[src/rtl/pwm4_pkg.sv]
// Shared constants and types for the four-channel shadowed PWM.
// Assumes byte-wide register data and channel blocks of four addresses.
package pwm4_pkg;
    localparam int BYTE_W      = 8;
    localparam int REG_CTRL    = 0;
    localparam int REG_ENA     = 1;
    localparam int REG_PRESC   = 2;
    localparam int CTL_SLEEP   = 0;
    localparam int CTL_INV     = 1;
    localparam int CTL_ACK     = 2;
    localparam int CTL_RESTART = 3;
    localparam int SLOTS       = 4;

    // Byte position inside a channel's four-address block.
    typedef enum logic [1:0] {
        SLOT_ON_LO  = 2'd0,
        SLOT_ON_HI  = 2'd1,
        SLOT_OFF_LO = 2'd2,
        SLOT_OFF_HI = 2'd3
    } slot_e;
endpackage

[src/rtl/pwm4_regs.sv]
// Register front end: global controls, prescale, per-channel shadow bytes,
// and the pulse that loads the shadow set into a channel's staging register.
// Assumes CH_BASE is a multiple of 4, 9 <= CNT_W <= 16 and NCH <= 8.
module pwm4_regs
    import pwm4_pkg::*;
#(
    parameter int NCH     = 4,
    parameter int CNT_W   = 12,
    parameter int PRE_W   = 8,
    parameter int ADDR_W  = 8,
    parameter int CH_BASE = 8,
    parameter int PRE_RST = 0
) (
    input  logic                       clk,
    input  logic                       rst_n,
    input  logic [ADDR_W-1:0]          addr,
    input  logic [BYTE_W-1:0]          wdata,
    input  logic                       wr,
    input  logic                       xend,
    output logic                       sleep_o,
    output logic                       inv_o,
    output logic                       run_o,
    output logic [NCH-1:0]             en_o,
    output logic [PRE_W-1:0]           presc_o,
    output logic [NCH-1:0][CNT_W-1:0]  shd_on_o,
    output logic [NCH-1:0][CNT_W-1:0]  shd_off_o,
    output logic [NCH-1:0]             ld_o
);
    localparam int HI_W = CNT_W - BYTE_W;

    logic ctl_hit, ena_hit, pre_hit, ack_q;

    assign ctl_hit = wr && (addr == ADDR_W'(REG_CTRL));
    assign ena_hit = wr && (addr == ADDR_W'(REG_ENA));
    assign pre_hit = wr && (addr == ADDR_W'(REG_PRESC));

    // Control register; restart sets run only together with sleep 0.
    always_ff @(posedge clk) begin
        if (!rst_n) begin
            sleep_o <= 1'b1;
            inv_o   <= 1'b0;
            ack_q   <= 1'b0;
            run_o   <= 1'b0;
        end else if (ctl_hit) begin
            sleep_o <= wdata[CTL_SLEEP];
            inv_o   <= wdata[CTL_INV];
            ack_q   <= wdata[CTL_ACK];
            run_o   <= !wdata[CTL_SLEEP] && (wdata[CTL_RESTART] || run_o);
        end
    end

    // Channel enables.
    always_ff @(posedge clk) begin
        if (!rst_n)       en_o <= '0;
        else if (ena_hit) en_o <= wdata[NCH-1:0];
    end

    // Prescale register, writable only while asleep.
    always_ff @(posedge clk) begin
        if (!rst_n)                  presc_o <= PRE_W'(PRE_RST);
        else if (pre_hit && sleep_o) presc_o <= wdata[PRE_W-1:0];
    end

    for (genvar c = 0; c < NCH; c++) begin : g_ch
        localparam logic [ADDR_W-1:0] BASE = ADDR_W'(CH_BASE + SLOTS * c);
        logic             hit;
        slot_e            slot;
        logic [SLOTS-1:0] seen, seen_nx;
        logic             dirty, ld_r, full;
        logic [CNT_W-1:0] on_r, off_r;

        assign hit     = wr && (addr[ADDR_W-1:2] == BASE[ADDR_W-1:2]);
        assign slot    = slot_e'(addr[1:0]);
        assign seen_nx = seen | (SLOTS'(1) << addr[1:0]);
        assign full    = hit && (seen_nx == {SLOTS{1'b1}});

        // Shadow byte capture.
        always_ff @(posedge clk) begin
            if (!rst_n) begin
                on_r  <= '0;
                off_r <= '0;
            end else if (hit) begin
                case (slot)
                    SLOT_ON_LO:  on_r[BYTE_W-1:0]      <= wdata;
                    SLOT_ON_HI:  on_r[CNT_W-1:BYTE_W]  <= wdata[HI_W-1:0];
                    SLOT_OFF_LO: off_r[BYTE_W-1:0]     <= wdata;
                    default:     off_r[CNT_W-1:BYTE_W] <= wdata[HI_W-1:0];
                endcase
            end
        end

        // Completeness tracking and the load pulse to the staging register.
        always_ff @(posedge clk) begin
            if (!rst_n) begin
                seen  <= '0;
                dirty <= 1'b0;
                ld_r  <= 1'b0;
            end else if (ack_q) begin
                ld_r  <= full;
                dirty <= 1'b0;
                if (hit) seen <= full ? '0 : seen_nx;
            end else begin
                ld_r  <= xend && (dirty || hit);
                dirty <= !xend && (dirty || hit);
                seen  <= '0;
            end
        end

        assign shd_on_o[c]  = on_r;
        assign shd_off_o[c] = off_r;
        assign ld_o[c]      = ld_r;
    end
endmodule

[src/rtl/pwm4_timebase.sv]
// Shared prescaler and wrapping count. Both are held at zero while not running.
// Assumes the prescale value changes only while stopped.
module pwm4_timebase #(
    parameter int CNT_W = 12,
    parameter int PRE_W = 8
) (
    input  logic             clk,
    input  logic             rst_n,
    input  logic             run,
    input  logic [PRE_W-1:0] presc,
    output logic [CNT_W-1:0] cnt
);
    logic [PRE_W-1:0] pcnt;

    // Advance the count once every presc+1 cycles while running.
    always_ff @(posedge clk) begin
        if (!rst_n || !run) begin
            pcnt <= '0;
            cnt  <= '0;
        end else if (pcnt == presc) begin
            pcnt <= '0;
            cnt  <= cnt + 1'b1;
        end else begin
            pcnt <= pcnt + 1'b1;
        end
    end
endmodule

[src/rtl/pwm4_chan.sv]
// One PWM channel: the staging register, the active ON/OFF pair, and the level.
// Commits the staged pair only where the low phase ends, or at once while idle.
// Assumes the ld pulse comes one cycle after the shadow values are complete.
module pwm4_chan #(
    parameter int CNT_W = 12
) (
    input  logic             clk,
    input  logic             rst_n,
    input  logic             active,
    input  logic             inv,
    input  logic [CNT_W-1:0] cnt,
    input  logic             ld,
    input  logic [CNT_W-1:0] shd_on,
    input  logic [CNT_W-1:0] shd_off,
    output logic             pwm_o
);
    logic [CNT_W-1:0] stg_on, stg_off, act_on, act_off, eff_on, eff_off;
    logic             pend, lvl, lvl_nx, commit;

    assign commit  = pend && (!active || (!lvl && (cnt == act_on)));
    assign eff_on  = commit ? stg_on  : act_on;
    assign eff_off = commit ? stg_off : act_off;

    // Next level: OFF match wins over ON match.
    always_comb begin
        if (!active)              lvl_nx = 1'b0;
        else if (cnt == eff_off)  lvl_nx = 1'b0;
        else if (cnt == eff_on)   lvl_nx = 1'b1;
        else                      lvl_nx = lvl;
    end

    // Staging register and its pending flag.
    always_ff @(posedge clk) begin
        if (!rst_n) begin
            stg_on  <= '0;
            stg_off <= '0;
            pend    <= 1'b0;
        end else begin
            if (ld) begin
                stg_on  <= shd_on;
                stg_off <= shd_off;
            end
            pend <= ld || (pend && !commit);
        end
    end

    // Active pair, replaced only on a commit.
    always_ff @(posedge clk) begin
        if (!rst_n) begin
            act_on  <= '0;
            act_off <= '0;
        end else if (commit) begin
            act_on  <= stg_on;
            act_off <= stg_off;
        end
    end

    // Output level register.
    always_ff @(posedge clk) begin
        if (!rst_n) lvl <= 1'b0;
        else        lvl <= lvl_nx;
    end

    assign pwm_o = (active && lvl) ^ inv;
endmodule

[src/rtl/pwm4_shadow.sv]
// Top of the four-channel shadowed PWM: register front end, shared timebase,
// and one channel per output. Assumes writes arrive one byte per cycle.
module pwm4_shadow
    import pwm4_pkg::*;
#(
    parameter int NCH     = 4,
    parameter int CNT_W   = 12,
    parameter int PRE_W   = 8,
    parameter int ADDR_W  = 8,
    parameter int CH_BASE = 8,
    parameter int PRE_RST = 0
) (
    input  logic              clk,
    input  logic              rst_n,
    input  logic [ADDR_W-1:0] reg_addr,
    input  logic [BYTE_W-1:0] reg_wdata,
    input  logic              reg_wr,
    input  logic              xact_end,
    output logic [NCH-1:0]    pwm_out
);
    logic                      sleep_w, inv_w, run_w;
    logic [NCH-1:0]            en_w, ld_w;
    logic [PRE_W-1:0]          presc_w;
    logic [CNT_W-1:0]          cnt_w;
    logic [NCH-1:0][CNT_W-1:0] shd_on_w, shd_off_w;

    pwm4_regs #(
        .NCH(NCH), .CNT_W(CNT_W), .PRE_W(PRE_W), .ADDR_W(ADDR_W),
        .CH_BASE(CH_BASE), .PRE_RST(PRE_RST)
    ) i_regs (
        .clk(clk), .rst_n(rst_n), .addr(reg_addr), .wdata(reg_wdata),
        .wr(reg_wr), .xend(xact_end), .sleep_o(sleep_w), .inv_o(inv_w),
        .run_o(run_w), .en_o(en_w), .presc_o(presc_w),
        .shd_on_o(shd_on_w), .shd_off_o(shd_off_w), .ld_o(ld_w)
    );

    pwm4_timebase #(.CNT_W(CNT_W), .PRE_W(PRE_W)) i_tb (
        .clk(clk), .rst_n(rst_n), .run(run_w), .presc(presc_w), .cnt(cnt_w)
    );

    for (genvar c = 0; c < NCH; c++) begin : g_chan
        pwm4_chan #(.CNT_W(CNT_W)) i_chan (
            .clk(clk), .rst_n(rst_n), .active(run_w && en_w[c]), .inv(inv_w),
            .cnt(cnt_w), .ld(ld_w[c]), .shd_on(shd_on_w[c]),
            .shd_off(shd_off_w[c]), .pwm_o(pwm_out[c])
        );
    end
endmodule

[config.mk]
export PLATFORM = sky130hd
export DESIGN_NAME = pwm4_shadow
export DESIGN_NICKNAME = d
export VERILOG_FILES = /design/src/rtl/pwm4_pkg.sv /design/src/rtl/pwm4_regs.sv /design/src/rtl/pwm4_timebase.sv /design/src/rtl/pwm4_chan.sv /design/src/rtl/pwm4_shadow.sv
export SDC_FILE = /design/constraint.sdc
export NUM_CORES = 1
export LEC_CHECK = 0
export BUFFER_PORTS_ARGS = -buffer_cell sky130_fd_sc_hd__buf_2
export CORE_AREA = 2 2 223 225
export DETAILED_ROUTE_END_ITERATION = 6
export DIE_AREA = 0 0 225 227
export SLEW_MARGIN = 30
export SYNTH_ARGS = -nofsm -noshare
export SYNTH_HDL_FRONTEND = slang
export SYNTH_SLANG_ARGS = --single-unit
[constraint.sdc]
create_clock -name clk -period 4.3 [get_ports clk]
set_input_delay 0.86 -clock clk [delete_from_list [all_inputs] [get_ports clk]]
set_output_delay 0.86 -clock clk [all_outputs]
set_load 0.005 [all_outputs]
==> flow_summary.json, run 1 <==
{
  "postCtsResizedCells": 0,
  "p_total_w": 0.006794,
  "rsz0062_at_grt": "false",
  "start_util_pct": 33.75,
  "grt_pass1_wl_mm": 71.84,
  "fmax_mhz": 292.7,
  "synth_area_per_cell_um2": 9.111,
  "final_nets": 1782,
  "multi_input_area_um2": 8572,
  "crit_chain": "xor2_1 -> nor4_1 -> a41oi_4 -> buf_4 -> mux2i_1 -> o22ai_1 -> nor2_1 -> a31oi_1 -> a211oi_1",
  "antenna_cells": 0,
  "synthDistinctLibCells": 74,
  "ys_seq_area_share_pct": 43.50,
  "worstSetupStartpointType": "flop",
  "synthMuxAreaShare_pct": 11.56,
  "vias": 12695,
  "slew_viol_final": 0,
  "path_delay_family": "simple AND/OR/NAND/NOR gates",
  "synthAdderAreaFrac_pct": 0.1528,
  "cts_sinks": 356,
  "design.core.area_um2": 48550,
  "layout-drive-gt1-share_pct": 8.045,
  "async_flop_share_pct": 0,
  "clockBufferDepth": 3,
  "layout_commonest_cell": "dfxtp_1",
  "wl_mm": 46.42,
  "post-route-drc-count": 0,
  "antenna_left": 0,
  "antenna_found_initial": 0,
  "dieArea_um2": 51080,
  "end_kind": "flop",
  "peakVddDrop_mv": 0.2461,
  "worst-setup-path-type": "reg2reg",
  "dr.pass1.iters": 7,
  "num_rows": 81,
  "io_pins": 24,
  "ys_seq_elements": 356,
  "p_leak_nw": 6.606,
  "place.gp.congestion": 0.9088,
  "yosys_warnings": 0,
  "gr-total-overflow": 0,
  "via_per_inst": 5.263,
  "setup_viol": 0,
  "worst_pin_slew_ns": 0.8742,
  "utilization_pct": 37.70,
  "grt_usage_pct": 18.04,
  "ys.flop_type": "dfxtp_1",
  "slew_headroom_pct": 41.18,
  "hold_class": "reg2reg",
  "dp_slack_ns": 0.8855,
  "maxCapViolCount": 0,
  "synth_cells": 1798,
  "grt_max_degree": 134,
  "cts_buffers": 39,
  "postCtsSetupRepairBufs": 0,
  "hold_violations": 0,
  "num-fill-cells": 4758,
  "synthXorXnorAreaFrac_pct": 6.843,
  "worstPathMaxFanout": 19,
  "synth_nets": 1820,
  "cp.required_ns": 4.75,
  "powerDensity_nw_per_um2": 371.2,
  "synth_area_um2": 16380,
  "tns_ns": 0,
  "min_period_over_period_pct": 79.44,
  "critPathArrivalTime_ns": 3.87,
  "die_h_um": 227,
  "grt_pass1_vias": 12076,
  "ctsHtreeMaxLevel": 2,
  "seq_area_um2": 7127,
  "clk_pin_slew_ns": 0.06,
  "root_buffer": "clkbuf_16",
  "area.growth.synth_to_final_pct": 11.71,
  "crit_buf_inv": 1,
  "routedWlPerCell_um": 19.25,
  "synth_simple_gate_area_share_pct": 20.51,
  "setup_ws_ns": 0.8840,
  "cp_slowest_cell": "dfxtp_1",
  "tritoncts": "built",
  "synth_compound_area_share_pct": 12.98,
  "drt_iter0_drc": 1289,
  "finClkSkew_ns": 0.01650,
  "synth_edf_count": 0,
  "ctsHoldBuffers": 0,
  "insertion_delay_ns": 0.55,
  "port_buffers": 23,
  "fin_crit_ns": 3.416,
  "cpPeakStageDelay_ns": 0.86,
  "synth_top_family_by_area": "simple AND/OR/NAND/NOR gates",
  "outcome": "complete, no violations",
  "dpl.hpwl_mm": 31.24,
  "die_x_um": 225,
  "mostFrequentLayoutCells": "dfxtp_1 (356), nand2_1 (211), nor2b_1 (197)"
}
==> flip-flops by register name, summed over array words and instances, names as in the netlist, 12 cells and up <==
signal,cells
g_chan.i_chan.stg_off,48
i_tb.cnt,12
i_regs.g_ch.off_r,48
g_chan.i_chan.act_off,48
g_chan.i_chan.act_on,48
g_chan.i_chan.stg_on,48
i_regs.g_ch.seen,16
i_regs.g_ch.on_r,48
==> logic make-up after synthesis <==
logic type / Yosys count
and+or+nand+nor: 661
DFF: 356
AOI/OAI and AO/OA: 288
muxes: 187
buffers and inverters: 176
xor gates and xnor gates: 128
adders and majority gates: 2
==> power by group <==
group / switching, W / total [W] / internal [W]
Combinational: 0.000108 / 0.000165 / 0.0000571
Clock: 0.00138 / 0.00333 / 0.00195
Sequential: 0.00000110 / 0.00330 / 0.00330
==> tightest hold or removal path, delay by kind of cell, from the launching register on <==
kind	cells	cell delay [ns]
AND/OR/NAND/NOR	2	0.12
flip-flops	1	0.31
==> metrics by stage <==
step           area (um^2)  instances  hold slack, ns
6_report             18300       2412          0.4564
5_1_grt              18300       2412          0.4796
3_5_place_dp         17010       2341          0.4449
2_1_floorplan        16380       1798          0.4258
3_3_place_gp         17010       2341          0.4345
4_1_cts              18290       2412          0.4586
==> cell type report <==
cell class	instances	area share, %
inverters	39	0.7999
clock buffers	58	6.160
well taps	622	4.253
flip-flops and latches	356	38.94
multi-input cells	1266	46.84
clock inverters	13	0.8341
repair buffers	58	2.167
==> synth_stat cells (all sizes together), types with 7 or more instances <==
| cell type | count | area (um^2) |
|---|---|---|
| o22ai | 30 | 187.7 |
| inv | 38 | 142.6 |
| a21oi | 35 | 175.2 |
| a211oi | 16 | 125.1 |
| dfxtp | 356 | 7127 |
| nor4 | 13 | 102.6 |
| buf | 37 | 207.7 |
| nand2 | 212 | 803.3 |
| xor2 | 47 | 411.6 |
| and3 | 9 | 56.30 |
| nand3 | 91 | 455.4 |
| nor2b | 199 | 1245 |
| xnor2 | 81 | 709.4 |
| nand4 | 21 | 131.4 |
| mux2i | 183 | 1844 |
| nor2 | 66 | 247.7 |
| o21ai | 8 | 55.06 |
| a21boi | 117 | 878.4 |
| and2 | 7 | 43.79 |
| a2111oi | 7 | 73.82 |
| clkbuf | 100 | 375.4 |
| o221ai | 9 | 78.83 |
| nor3 | 22 | 115.1 |
==> per-layer routing <==
metal	share of wire [%]	global-route usage [%]	vias up
met5	0	0	-
met4	2.8	6.281	0
met3	6.5	2.491	85
met2	43	27.52	419
met1	48	26.02	6068
li1	-	-	6123
==> path summary, 6_finish.rpt <==
check	from	endpoint	slack, ns	depth (start not counted)
setup / recovery	i_tb.cnt[11]	g_chan[0].i_chan.lvl	0.88	9
hold / removal	i_regs.g_ch[1].dirty	i_regs.g_ch[1].dirty	0.46	2
setup reg to reg	i_tb.cnt[11]	g_chan[0].i_chan.lvl	0.88	9
hold reg to reg	i_regs.g_ch[1].dirty	i_regs.g_ch[1].dirty	0.46	2
Note: power is estimated with default switching activity, not from simulation.
==> inputs of run 2 (changes only) <==
- ABC_AREA: not set -> 1
- CORE_AREA: 2 2 223 225 -> 2 2 219 221
- DIE_AREA: 0 0 225 227 -> 0 0 221 223
- clock period: 4.3 -> 3.5 ns (I/O delays scaled with it)
==> flow_summary.json, run 2 <==
{
  "outcome": "complete, no violations",
  "critPathArrivalTime_ns": 3.32,
  "path_delay_family": "simple AND/OR/NAND/NOR gates",
  "dp_slack_ns": 0.7001,
  "path_depth": 19,
  "utilization_pct": 37.49,
  "ctsHoldBuffers": 0,
  "tns_ns": 0,
  "synth_cells": 2291,
  "drt_iter0_drc": 1314,
  "min_period_over_period_pct": 81.03,
  "start_util_pct": 33.42,
  "worstSetupStartpointType": "flop",
  "final_nets": 2293,
  "die_h_um": 223,
  "ys_seq_area_share_pct": 45.23,
  "area.growth.synth_to_final_pct": 12.17,
  "routedWlPerCell_um": 15.90,
  "hold_violations": 0,
  "postCtsSetupRepairBufs": 0,
  "antenna_found_initial": 0,
  "grt_pass1_wl_mm": 74.24,
  "fmax_mhz": 352.6,
  "async_flop_share_pct": 0,
  "seq_area_um2": 7127,
  "via_per_inst": 5.027,
  "setup_ws_ns": 0.6641,
  "yosysMostFrequentCell": "nand2_1",
  "cp_slowest_cell": "nand2_2",
  "antenna_left": 0,
  "powerDensity_nw_per_um2": 472.5,
  "setup_viol": 0,
  "worstPathMaxFanout": 33,
  "grt_usage_pct": 18.67,
  "hold_depth": 2,
  "holdWs_ns": 0.4509,
  "r2r_cells": 19,
  "rsz0062_at_grt": "false",
  "synth_edf_count": 0,
  "grt_pass1_vias": 13588,
  "synth.top_cell.area_share_pct": 45.23,
  "ys.flop_type": "dfxtp_1",
  "dr.pass1.iters": 5,
  "ys_seq_elements": 356,
  "fin_crit_ns": 2.836,
  "cpPeakStageDelay_ns": 0.50,
  "yosys_warnings": 0,
  "crit_buf_inv": 3,
  "dieArea_um2": 49280,
  "num_rows": 80,
  "synth_area_um2": 15760,
  "synth_area_per_cell_um2": 6.878,
  "peakVddDrop_mv": 0.3767,
  "multi_input_area_um2": 7252,
  "antenna_cells": 0,
  "slew_headroom_pct": 52.44,
  "cts_buffers": 38,
  "crit_chain": "buf_4 -> inv_1 -> buf_4 -> nand2_1 -> nand2_1 -> nor2_1 -> nand2_1 -> nor2_1 -> nand2_1 -> nand2_2 -> nand2_2 -> nand2_1 -> nand3_1 -> nand2_1 -> nor2_1 -> nand3_1 -> nor2_1 -> nor2_1 -> nor2_1",
  "dpl.hpwl_mm": 30.78,
  "post-route-drc-count": 0,
  "end_kind": "flop",
  "wl_mm": 46.34,
  "synth_area_leaders": "dfxtp_1 (45%), nand2_1 (14%), a21oi_1 (7.3%), o21ai_0 (6.9%), nor2_1 (6.6%)",
  "clk_pin_slew_ns": 0.06,
  "ctsHtreeMaxLevel": 2,
  "insertion_delay_ns": 0.54,
  "finClkSkew_ns": 0.01449,
  "place.gp.congestion": 0.8923,
  "yosysTopAreaCell": "dfxtp_1",
  "gr-total-overflow": 0,
  "cts_sinks": 356,
  "synth_common_cells": "nand2_1 (568), dfxtp_1 (356), nor2_1 (277), a21oi_1 (229), o21ai_0 (218)",
  "tritoncts": "built",
  "vias": 14655,
  "clockBufferDepth": 3,
  "synth_nets": 2313,
  "worst_pin_slew_ns": 0.7108,
  "io_pins": 24,
  "layout_commonest_cell": "nand2_1",
  "maxCapViolCount": 0,
  "num-fill-cells": 4916,
  "postCtsResizedCells": 0,
  "p_total_w": 0.008350,
  "hold_class": "reg2reg",
  "cp.required_ns": 3.98,
  "design.core.area_um2": 47150,
  "root_buffer": "clkbuf_16",
  "worst-setup-path-type": "reg2reg",
  "grt_max_degree": 143,
  "mostFrequentLayoutCells": "nand2_1 (568), dfxtp_1 (356), nor2_1 (277)",
  "port_buffers": 23,
  "layout-drive-gt1-share_pct": 7.000,
  "p_leak_nw": 7.940,
  "synthDistinctLibCells": 30,
  "die_x_um": 221,
  "slew_viol_final": 0
}
-- run 2: cell count changes after synthesis, moves of 83 or more --
cell      before  now
nand2_1      211  568
nor2_1        66  277
mux2i_1      182    0
nor2b_1      199    0
a21oi_1       35  229
nand3_1       91  174
inv_1         38  192
o21ai_0        6  218
a21boi_0     116    0
-- run 2: worst min-delay path: stages, from the launching register on --
cell and delay [ns]:
dfxtp_1 0.30, inv_1 0.06, a21oi_1 0.05
-- run 2: kinds of logic (layout without fill, tap and decap cells) --
logic type	count (synthesis)	count (layout)	synth area share (%)
and+or+nand+nor	1105	1105	29.44
AOI/OAI and AO/OA	487	487	15.82
DFF	356	356	45.23
buffers and inverters	330	339	8.743
xor gates and xnor gates	11	11	0.6114
adders and majority gates	2	2	0.1588
-- run 2: path summary, 6_finish.rpt --
check	end	start	slack, ns
max	g_chan[0].i_chan.lvl	i_tb.cnt[10]	0.66
min	g_chan[2].i_chan.stg_off[1]	i_regs.g_ch[2].off_r[1]	0.45
max reg2reg	g_chan[0].i_chan.lvl	i_tb.cnt[10]	0.66
min reg2reg	g_chan[2].i_chan.stg_off[1]	i_regs.g_ch[2].off_r[1]	0.45
-- run 2: through the flow --
stage,instance area [um^2],std cells
final,17670,2915
after global routing,17670,2915
after CTS,17670,2915
after detailed placement,16400,2846
after global placement,16400,2846
after floorplan,15760,2291
-- run 2: report_power, final --
part           switching, W  internal (W)
Combinational      0.000137     0.0000360
Clock               0.00169       0.00243
Sequential       0.00000371       0.00406
Total               0.00183       0.00652
-- run 2: layout make-up --
cell class              instances  area share (%)
clock buffers                  53           6.457
clock inverters                16          0.7646
inverters                     203           4.319
multi-input cells            1605           41.03
flip-flops and latches        356           40.33
well taps                     615           4.354
repair buffers                 67           2.747
-- run 2: layer usage --
layer	part of all wire (%)	GRT usage, %	up-vias
li1	-	-	7404
met1	47	26.08	6760
met2	44	29.61	409
met3	6.5	2.594	82
met4	2.8	6.235	0
met5	0	0	-
